<file path="config.mk">
export PLATFORM = sky130hd
export DESIGN_NAME = pgwr_buffer
export DESIGN_NICKNAME = d
export VERILOG_FILES = /design/src/rtl/pgwr_buffer.sv
export SDC_FILE = /design/constraint.sdc
export NUM_CORES = 1
export LEC_CHECK = 0
export CAP_MARGIN = 40
export CELL_PAD_IN_SITES_DETAIL_PLACEMENT = 0
export CELL_PAD_IN_SITES_GLOBAL_PLACEMENT = 2
export CORE_ASPECT_RATIO = 0.75
export CORE_UTILIZATION = 41
export CTS_BUF_LIST = sky130_fd_sc_hd__clkbuf_8
export DETAILED_ROUTE_END_ITERATION = 7
export PLACE_DENSITY = 0.88
export SLEW_MARGIN = 20
export SYNTH_ARGS = -nofsm -noshare
export SYNTH_HDL_FRONTEND = slang
export SYNTH_SLANG_ARGS = --single-unit
</file>
<file path="constraint.sdc">
create_clock -name clk -period 2.33 [get_ports clk]
set_input_delay 0.3495 -clock clk [delete_from_list [all_inputs] [get_ports clk]]
set_output_delay 0.3495 -clock clk [all_outputs]
set_load 0.03 [all_outputs]
</file>
<file path="src/rtl/pgwr_buffer.sv">
module pgwr_buffer #(
  parameter int ADDR_W       = 13,
  parameter int PAGE_BYTES   = 32,
  parameter int WRITE_CYCLES = 64
) (
  input  logic              clk,
  input  logic              rst_n,
  input  logic              xfer_start,
  input  logic [ADDR_W-1:0] addr_in,
  input  logic              byte_stb,
  input  logic [7:0]        byte_in,
  input  logic              stop_pulse,
  input  logic              stop_slot_ok,
  output logic              mem_we,
  output logic [ADDR_W-1:0] mem_addr,
  output logic [7:0]        mem_wdata,
  output logic              busy,
  output logic [ADDR_W-1:0] next_addr
);

  localparam int OFF_W    = $clog2(PAGE_BYTES);
  localparam int PG_W     = ADDR_W - OFF_W;
  localparam int BUSY_CYC = (WRITE_CYCLES > PAGE_BYTES) ? WRITE_CYCLES : PAGE_BYTES;
  localparam int TMR_W    = $clog2(BUSY_CYC + 1);

  logic [7:0]            lat_q [PAGE_BYTES];
  logic [PAGE_BYTES-1:0] vld_q;
  logic [PG_W-1:0]       page_q;
  logic [OFF_W-1:0]      off_q;
  logic                  armed_q;
  logic                  busy_q;
  logic [TMR_W-1:0]      tmr_q;
  logic [OFF_W:0]        scan_q;
  logic [ADDR_W-1:0]     nxt_q;

  wire [OFF_W-1:0]  scan_off  = scan_q[OFF_W-1:0];
  wire              scan_live = ~scan_q[OFF_W];
  wire              commit    = stop_pulse & stop_slot_ok & armed_q & (|vld_q) & ~busy_q;
  wire [ADDR_W-1:0] last_addr = {page_q, off_q - OFF_W'(1)};

  assign mem_we    = busy_q & scan_live & vld_q[scan_off];
  assign mem_addr  = {page_q, scan_off};
  assign mem_wdata = lat_q[scan_off];
  assign busy      = busy_q;
  assign next_addr = nxt_q;

  always_ff @(posedge clk or negedge rst_n) begin
    if (!rst_n) begin
      for (int i = 0; i < PAGE_BYTES; i++) lat_q[i] <= 8'hFF;
      vld_q   <= '0;
      page_q  <= '0;
      off_q   <= '0;
      armed_q <= 1'b0;
      busy_q  <= 1'b0;
      tmr_q   <= '0;
      scan_q  <= '0;
      nxt_q   <= '0;
    end else if (busy_q) begin
      if (scan_live) scan_q <= scan_q + 1'b1;
      if (tmr_q == '0) begin
        busy_q <= 1'b0;
        nxt_q  <= last_addr + 1'b1;
      end else begin
        tmr_q <= tmr_q - 1'b1;
      end
    end else begin
      if (xfer_start) begin
        page_q  <= addr_in[ADDR_W-1:OFF_W];
        off_q   <= addr_in[OFF_W-1:0];
        vld_q   <= '0;
        armed_q <= 1'b1;
        nxt_q   <= addr_in;
      end else if (byte_stb && armed_q) begin
        lat_q[off_q] <= byte_in;
        vld_q[off_q] <= 1'b1;
        off_q        <= off_q + 1'b1;
      end
      if (stop_pulse) begin
        armed_q <= 1'b0;
        if (commit) begin
          busy_q <= 1'b1;
          tmr_q  <= TMR_W'(BUSY_CYC - 1);
          scan_q <= '0;
        end
      end
    end
  end

  AST_WE_NEEDS_BUSY: assert property (@(posedge clk) disable iff (!rst_n)
    mem_we |-> busy);
  AST_BUSY_FROM_STOP: assert property (@(posedge clk) disable iff (!rst_n)
    $rose(busy) |-> $past(stop_pulse && stop_slot_ok));
  AST_NO_EMPTY_COMMIT: assert property (@(posedge clk) disable iff (!rst_n)
    $rose(busy) |-> $past(|vld_q));
  AST_ADDR_HELD_BUSY: assert property (@(posedge clk) disable iff (!rst_n)
    (busy && $past(busy)) |-> $stable(next_addr));
  AST_WRITES_ONE_PAGE: assert property (@(posedge clk) disable iff (!rst_n)
    (mem_we && $past(mem_we)) |-> (mem_addr[ADDR_W-1:OFF_W] == $past(mem_addr[ADDR_W-1:OFF_W])));
  AST_WRITES_ASCEND: assert property (@(posedge clk) disable iff (!rst_n)
    (mem_we && $past(mem_we)) |-> (mem_addr > $past(mem_addr)));

endmodule

</file>
==> results of run 1 <==
## worst min path at each step
stage                start        end  slack, ps
3_3_place_gp         rst_n  page_q[7]        370
5_1_grt        addr_in[12]  page_q[7]        310
6_report             rst_n  page_q[7]        280
3_5_place_dp         rst_n  page_q[7]        370
4_1_cts        addr_in[12]  page_q[7]        260
2_1_floorplan        rst_n    armed_q         50
## stage by stage
step	std cells	total power [mW]	TNS, ps	utilization (%)
after floorplan	1148	5.98	-5.16	-
after global placement	1752	6.26	-691	47.9
after detailed placement	1752	6.27	-829	47.9
after CTS	1843	11.2	-5950	50.8
after global routing	1855	11.5	-6500	51.5
final	1855	11.1	-5860	51.5
## flip-flops by register name (all words and copies together) (netlist names)
register,cells
lat_q,256
vld_q,32
next_addr,13
page_q,8
tmr_q,7
scan_q,6
off_q,5
armed_q,1
busy,1
## cells in the mapped netlist (3+ instances only)
cell,count,share of area [%]
dfrtp_1,73,12
or3b_2,3,0.17
buf_4,9,0.43
nor3b_1,4,0.19
dfstp_2,256,43
o21ai_0,24,0.76
nor2_1,25,0.60
nor2b_1,9,0.36
clkbuf_1,49,1.2
xor2_1,8,0.45
o21a_1,18,0.86
ha_1,8,0.64
buf_1,6,0.14
mux2_2,256,18
xnor2_1,6,0.33
a21oi_1,25,0.79
nand4_1,14,0.56
and2_1,4,0.16
o211ai_1,4,0.19
nand3b_1,5,0.24
nand2b_1,3,0.12
nor3_1,15,0.48
nor2_2,14,0.56
inv_1,24,0.57
mux2i_1,40,2.5
nand3_1,20,0.64
mux4_2,55,7.9
buf_2,16,0.51
a22oi_1,48,2.3
nand2_1,64,1.5
o21ai_1,5,0.16
nor4_1,9,0.36
## cell families (layout without fill, tap and decap cells)
logic type                 Yosys count  after routing  synth area share (%)
adders and majority gates            8              8                 0.636
muxes                              351            351                  28.7
and+or+nand+nor                    203            203                  6.64
AOI/OAI and AO/OA                  137            137                  5.87
DFF                                329            329                  54.3
xor gates and xnor gates            14             14                 0.779
buffers and inverters              106            309                  3.02
## repair_timing
item | CTS | global route
endpoints found under the setup margin | 12 | 10
hold buffers | 1 | 0
endpoints found under the hold margin | 28 | 0
setup buffers | 1 | 8
gates resized for setup | 17 | 30
pin swaps | 1 | 9
gates cloned | 0 | 2
## layer usage
layer / track usage (%) / share of wire, % / vias to the layer above
met5: 0 / 0 / -
met4: 5.69 / 1.8 / 0
met3: 3.95 / 4.5 / 55
met2: 30.6 / 43 / 187
met1: 31.3 / 50 / 5427
li1: - / - / 4563
## layout make-up
type | instances | area (um^2) | area share, %
Clock buffer | 64 | 881 | 4.57
Clock inverter | 25 | 143 | 0.740
Inverter | 24 | 90.1 | 0.467
Multi-Input combinational cell | 713 | 6830 | 35.4
Sequential cell | 329 | 8560 | 44.4
Tap cell | 504 | 631 | 3.27
Timing Repair Buffer | 196 | 2150 | 11.2
## where the power goes
part / switching (mW) / total [mW] / internal (mW)
logic: 0.258 / 0.386 / 0.128
registers: 0.0296 / 5.79 / 5.76
clock network: 2.31 / 4.89 / 2.58
total: 2.60 / 11.1 / 8.47
==> flow_metrics.tcl, run 1 <==
set metrics [dict create \
    critPathBufInv 3 \
    clkTransAtPathRegs_ps 70 \
    diodes 0 \
    rr_worst_depth 6 \
    end_kind "output port" \
    die_width_um 228 \
    rows 61 \
    endpoint "mem_we" \
    max_freq_mhz 331 \
    pre_cts_slack_ps -206 \
    first_iter_violations 748 \
    cp_common_cell "buf_4" \
    clock_skew_ps 9.70 \
    ys_seq_elements 329 \
    grt_pass1_wl_um 63000 \
    violations "negative setup slack" \
    vias 10200 \
    wl_per_cell_um 21.6 \
    drive_gt1_share_pct 61.2 \
    maxCapViolCount 0 \
    avgSynthCellArea_um2 13.7 \
    final_cell_mix "256 x mux2_2, 256 x dfstp_2, 88 x buf_4" \
    rr_endpoint "next_addr[3]" \
    gr-usage-all-layers_pct 20.8 \
    status "complete, but fails checks" \
    cts-buffers-inserted 51 \
    netlist_area_um2 15700 \
    p_per_area_nw_per_um2 574 \
    port_buffers 62 \
    synth_fp_nets 1183 \
    synth_edf_count 0 \
    hp-class "in2async" \
    gp_congestion 0.839 \
    ys_warn_count 0 \
    setup_ws_ps -690 \
    core_um2 37500 \
    rsz0062_at_grt "true" \
    period_share_pct 130 \
    insertion_delay_ps 620 \
    tightestPinTransition_ps 669 \
    nFillCells 3191 \
    synth-main-ff-cell "dfstp_2" \
    cp.arrival_ps 2670 \
    regToRegSetupSlack_ps 180 \
    overflow 0 \
    whs_ps 278 \
    cts.sinks 329 \
    hpwl_um 26900 \
    grt_max_degree 72 \
    slew_headroom_pct 55.4 \
    grt_pass1_vias 10600 \
    design_area_um2 19300 \
    ys_types 54 \
    path_cells "buf_4 > mux4_2 > nor2_1 > or4_4 > nor4_4 > buf_4 > buf_12" \
    critical_path.max_fanout 6 \
    rr_startpoint "off_q[0]" \
    drt_pass1_iterations 5 \
    crit_path_top_delay_cell "dfrtp_4" \
    async_reset_ff_share_pct 100 \
    setup_viol 9 \
    fin_crit_ps 3020 \
    die_h_um 172 \
    synthCells 1148 \
    start_kind "register" \
    dieArea_um2 39200 \
    area_growth_pct 22.5 \
    ant_nets 0 \
    crit_start "scan_q[0]" \
    via_per_inst 5.52 \
    drt_wl_total_um 40100 \
    final_nets 1350 \
    cp_top_family "simple AND/OR/NAND/NOR gates" \
    worstSetupPathType "reg2out" \
    finalHoldViolCount 0 \
    crit_cells 7 \
    leakage_nw 8.36 \
    cp.required_ps 1980 \
    htree_levels 2 \
    slowest_delay_ps 530 \
    start_util_pct 42.0 \
    tritoncts "built" \
    antenna_found_initial 0 \
    root_buffer "clkbuf_8" \
    io_pins 63 \
    finalMaxSlewViolations 0 \
    drc_errors 0 \
    dpl_cell_area_um2 17900 \
    cts_buffer_depth 3 \
    ys_seq_area_share_pct 54.3 \
    ir_worst_vdd_mv 0.419 \
]
Note: power is estimated with default switching activity, not from simulation.
==> run 2: changes to the inputs <==
--- a/config.mk
+++ b/config.mk
@@ -13,6 +13,7 @@
 export CTS_BUF_LIST = sky130_fd_sc_hd__clkbuf_8
 export DETAILED_ROUTE_END_ITERATION = 7
 export PLACE_DENSITY = 0.88
+export SETUP_SLACK_MARGIN = 0.02
 export SLEW_MARGIN = 20
 export SYNTH_ARGS = -nofsm -noshare
 export SYNTH_HDL_FRONTEND = slang
==> run 2 against run 1 <==
  * The flow still finishes with violations (negative setup slack)
  * Worst setup slack worse by 12 ps
  * Maximum frequency is 0.39% lower
  * Combinational power is 5% lower
  * Wire length is 1.3% lower
  * Sequential cell count stayed put
  * Clock power is 2% lower
  * Power is 0.92% lower
  * Cell count hardly changed
  * Worst hold slack worse by 20 ps
  * Via count is 0.47% lower
  * Die area stayed put
  * Critical path depth stayed put
  * Critical path type unchanged
  * Critical endpoint unchanged
  * Highest routed layer unchanged
==> flow_metrics.tcl, run 2 (same netlist as run 1, synthesis figures left out) <==
set metrics [dict create \
    slew_headroom_pct 51.1 \
    hpwl_um 27400 \
    hp-class "in2async" \
    setup_tns_ps -5660 \
    first_iter_violations 592 \
    drive_gt1_share_pct 61.2 \
    fin_crit_ps 3030 \
    antenna_found_initial 0 \
    die_h_um 172 \
    drt_wl_total_um 39500 \
    rsz0062_at_grt "true" \
    cts-buffers-inserted 49 \
    p_per_area_nw_per_um2 572 \
    grt_pass1_wl_um 62800 \
    final_cell_mix "256 x mux2_2, 256 x dfstp_2, 99 x buf_4" \
    tightestPinTransition_ps 726 \
    violations "negative setup slack" \
    clock_skew_ps 27.3 \
    overflow 0 \
    cts_buffer_depth 3 \
    rr_endpoint "scan_q[0]" \
    rows 61 \
    worstSetupPathType "reg2out" \
    gp_congestion 0.845 \
    dpl_cell_area_um2 17900 \
    io_pins 63 \
    ant_nets 0 \
    gr-usage-all-layers_pct 20.7 \
    cp.required_ps 1980 \
    diodes 0 \
    setup_ws_ps -702 \
    drc_errors 0 \
    rr_startpoint "vld_q[0]" \
    start_util_pct 42.0 \
    tritoncts "built" \
    regMostFlops "lat_q" \
    end_kind "output port" \
    final-seq-area_um2 8560 \
    clkTransAtPathRegs_ps 60 \
    grt_max_degree 68 \
    period_share_pct 130 \
    htree_levels 2 \
    leakage_nw 8.29 \
    ir_worst_vdd_mv 0.505 \
    rr_worst_depth 6 \
    start_kind "register" \
    drt_pass1_iterations 6 \
    insertion_delay_ps 620 \
    regToRegSetupSlack_ps 90 \
    finalMaxSlewViolations 0 \
    final_nets 1346 \
    die_width_um 228 \
    vias 10200 \
    nFillCells 3198 \
    cp.arrival_ps 2680 \
    largest_register_ff_count 256 \
    dieArea_um2 39200 \
    wl_per_cell_um 21.3 \
    port_buffers 62 \
    max_freq_mhz 330 \
    critical_path.max_fanout 10 \
    via_per_inst 5.49 \
    setup_viol 9 \
    cts.sinks 329 \
    grt_pass1_vias 10600 \
    whs_ps 258 \
    status "complete, but fails checks" \
    area_growth_pct 21.7 \
    root_buffer "clkbuf_8" \
    maxCapViolCount 0 \
    design_area_um2 19200 \
    multiInputGateArea_um2 6820 \
    core_um2 37500 \
    finalHoldViolCount 0 \
]
## run 2: cell types whose count changed in the layout (fill, tap and decap cells not counted), sizes merged
| cell | change |
|---|---|
| clkdlybuf4s50 | +2 |
| dlygate4sd2 | -2 |
| clkinv | -1 |
| bufinv | -1 |
| buf | -1 |
| inv | +1 |
| clkbuf | +1 |
## run 2: how the worst max path moves through the flow
stage                     slack (ps)  depth (start not counted)           end       from
after floorplan                   -5                          7        mem_we  scan_q[4]
final                           -700                          7        mem_we  scan_q[0]
after detailed placement        -110                          6  mem_wdata[5]  scan_q[0]
after CTS                       -730                          6  mem_wdata[2]  scan_q[0]
after global routing            -780                          7        mem_we  scan_q[0]
after global placement          -110                          6  mem_wdata[5]  scan_q[0]
## run 2: metal layers
layer  global-route usage (%)  routed length (um)  share of wire (%)
met1                     30.9               19500                 49
met2                     31.3               17500                 44
met3                     3.50                1850                4.7
met4                     5.22                 649                1.6
met5                        0                   0                  0
## run 2: power breakdown
group          switching [mW]  internal, mW
registers              0.0277          5.76
clock network            2.28          2.53
logic                   0.250         0.118
## run 2: final cells by class
cell class | count | share of cell area (%)
clock buffer | 66 | 4.74
timing repair buffer | 194 | 10.6
tap | 504 | 3.29
multi-input combinational | 713 | 35.6
clock inverter | 24 | 0.562
inverter | 24 | 0.470
sequential | 329 | 44.7
## run 2: timing repair
item | CTS | global route
pin swaps | 5 | 5
resized for setup | 16 | 16
endpoints found under the setup margin | 11 | 11
setup buffers | 3 | 3
hold endpoints to repair | 34 | 0
hold buffers | 1 | 0
## run 2: through the flow
step                      setup WS (ps)  power (mW)  instances  utilization, %
after floorplan                   -5.16        5.98       1148               -
after global placement             -108        6.24       1753            47.8
after detailed placement           -113        6.25       1755            47.8
after CTS                          -732        11.1       1849            50.8
after global routing               -781        11.4       1854            51.1
final                              -702        11.0       1854            51.1
## run 2: worst max-delay path, stage by stage, from the launching register on
cell	delay [ps]
dfrtp_4	540
buf_12	180
buf_12	140
mux4_2	330
nor2_1	40
or4_1	410
nor4_2	220
buf_4	220
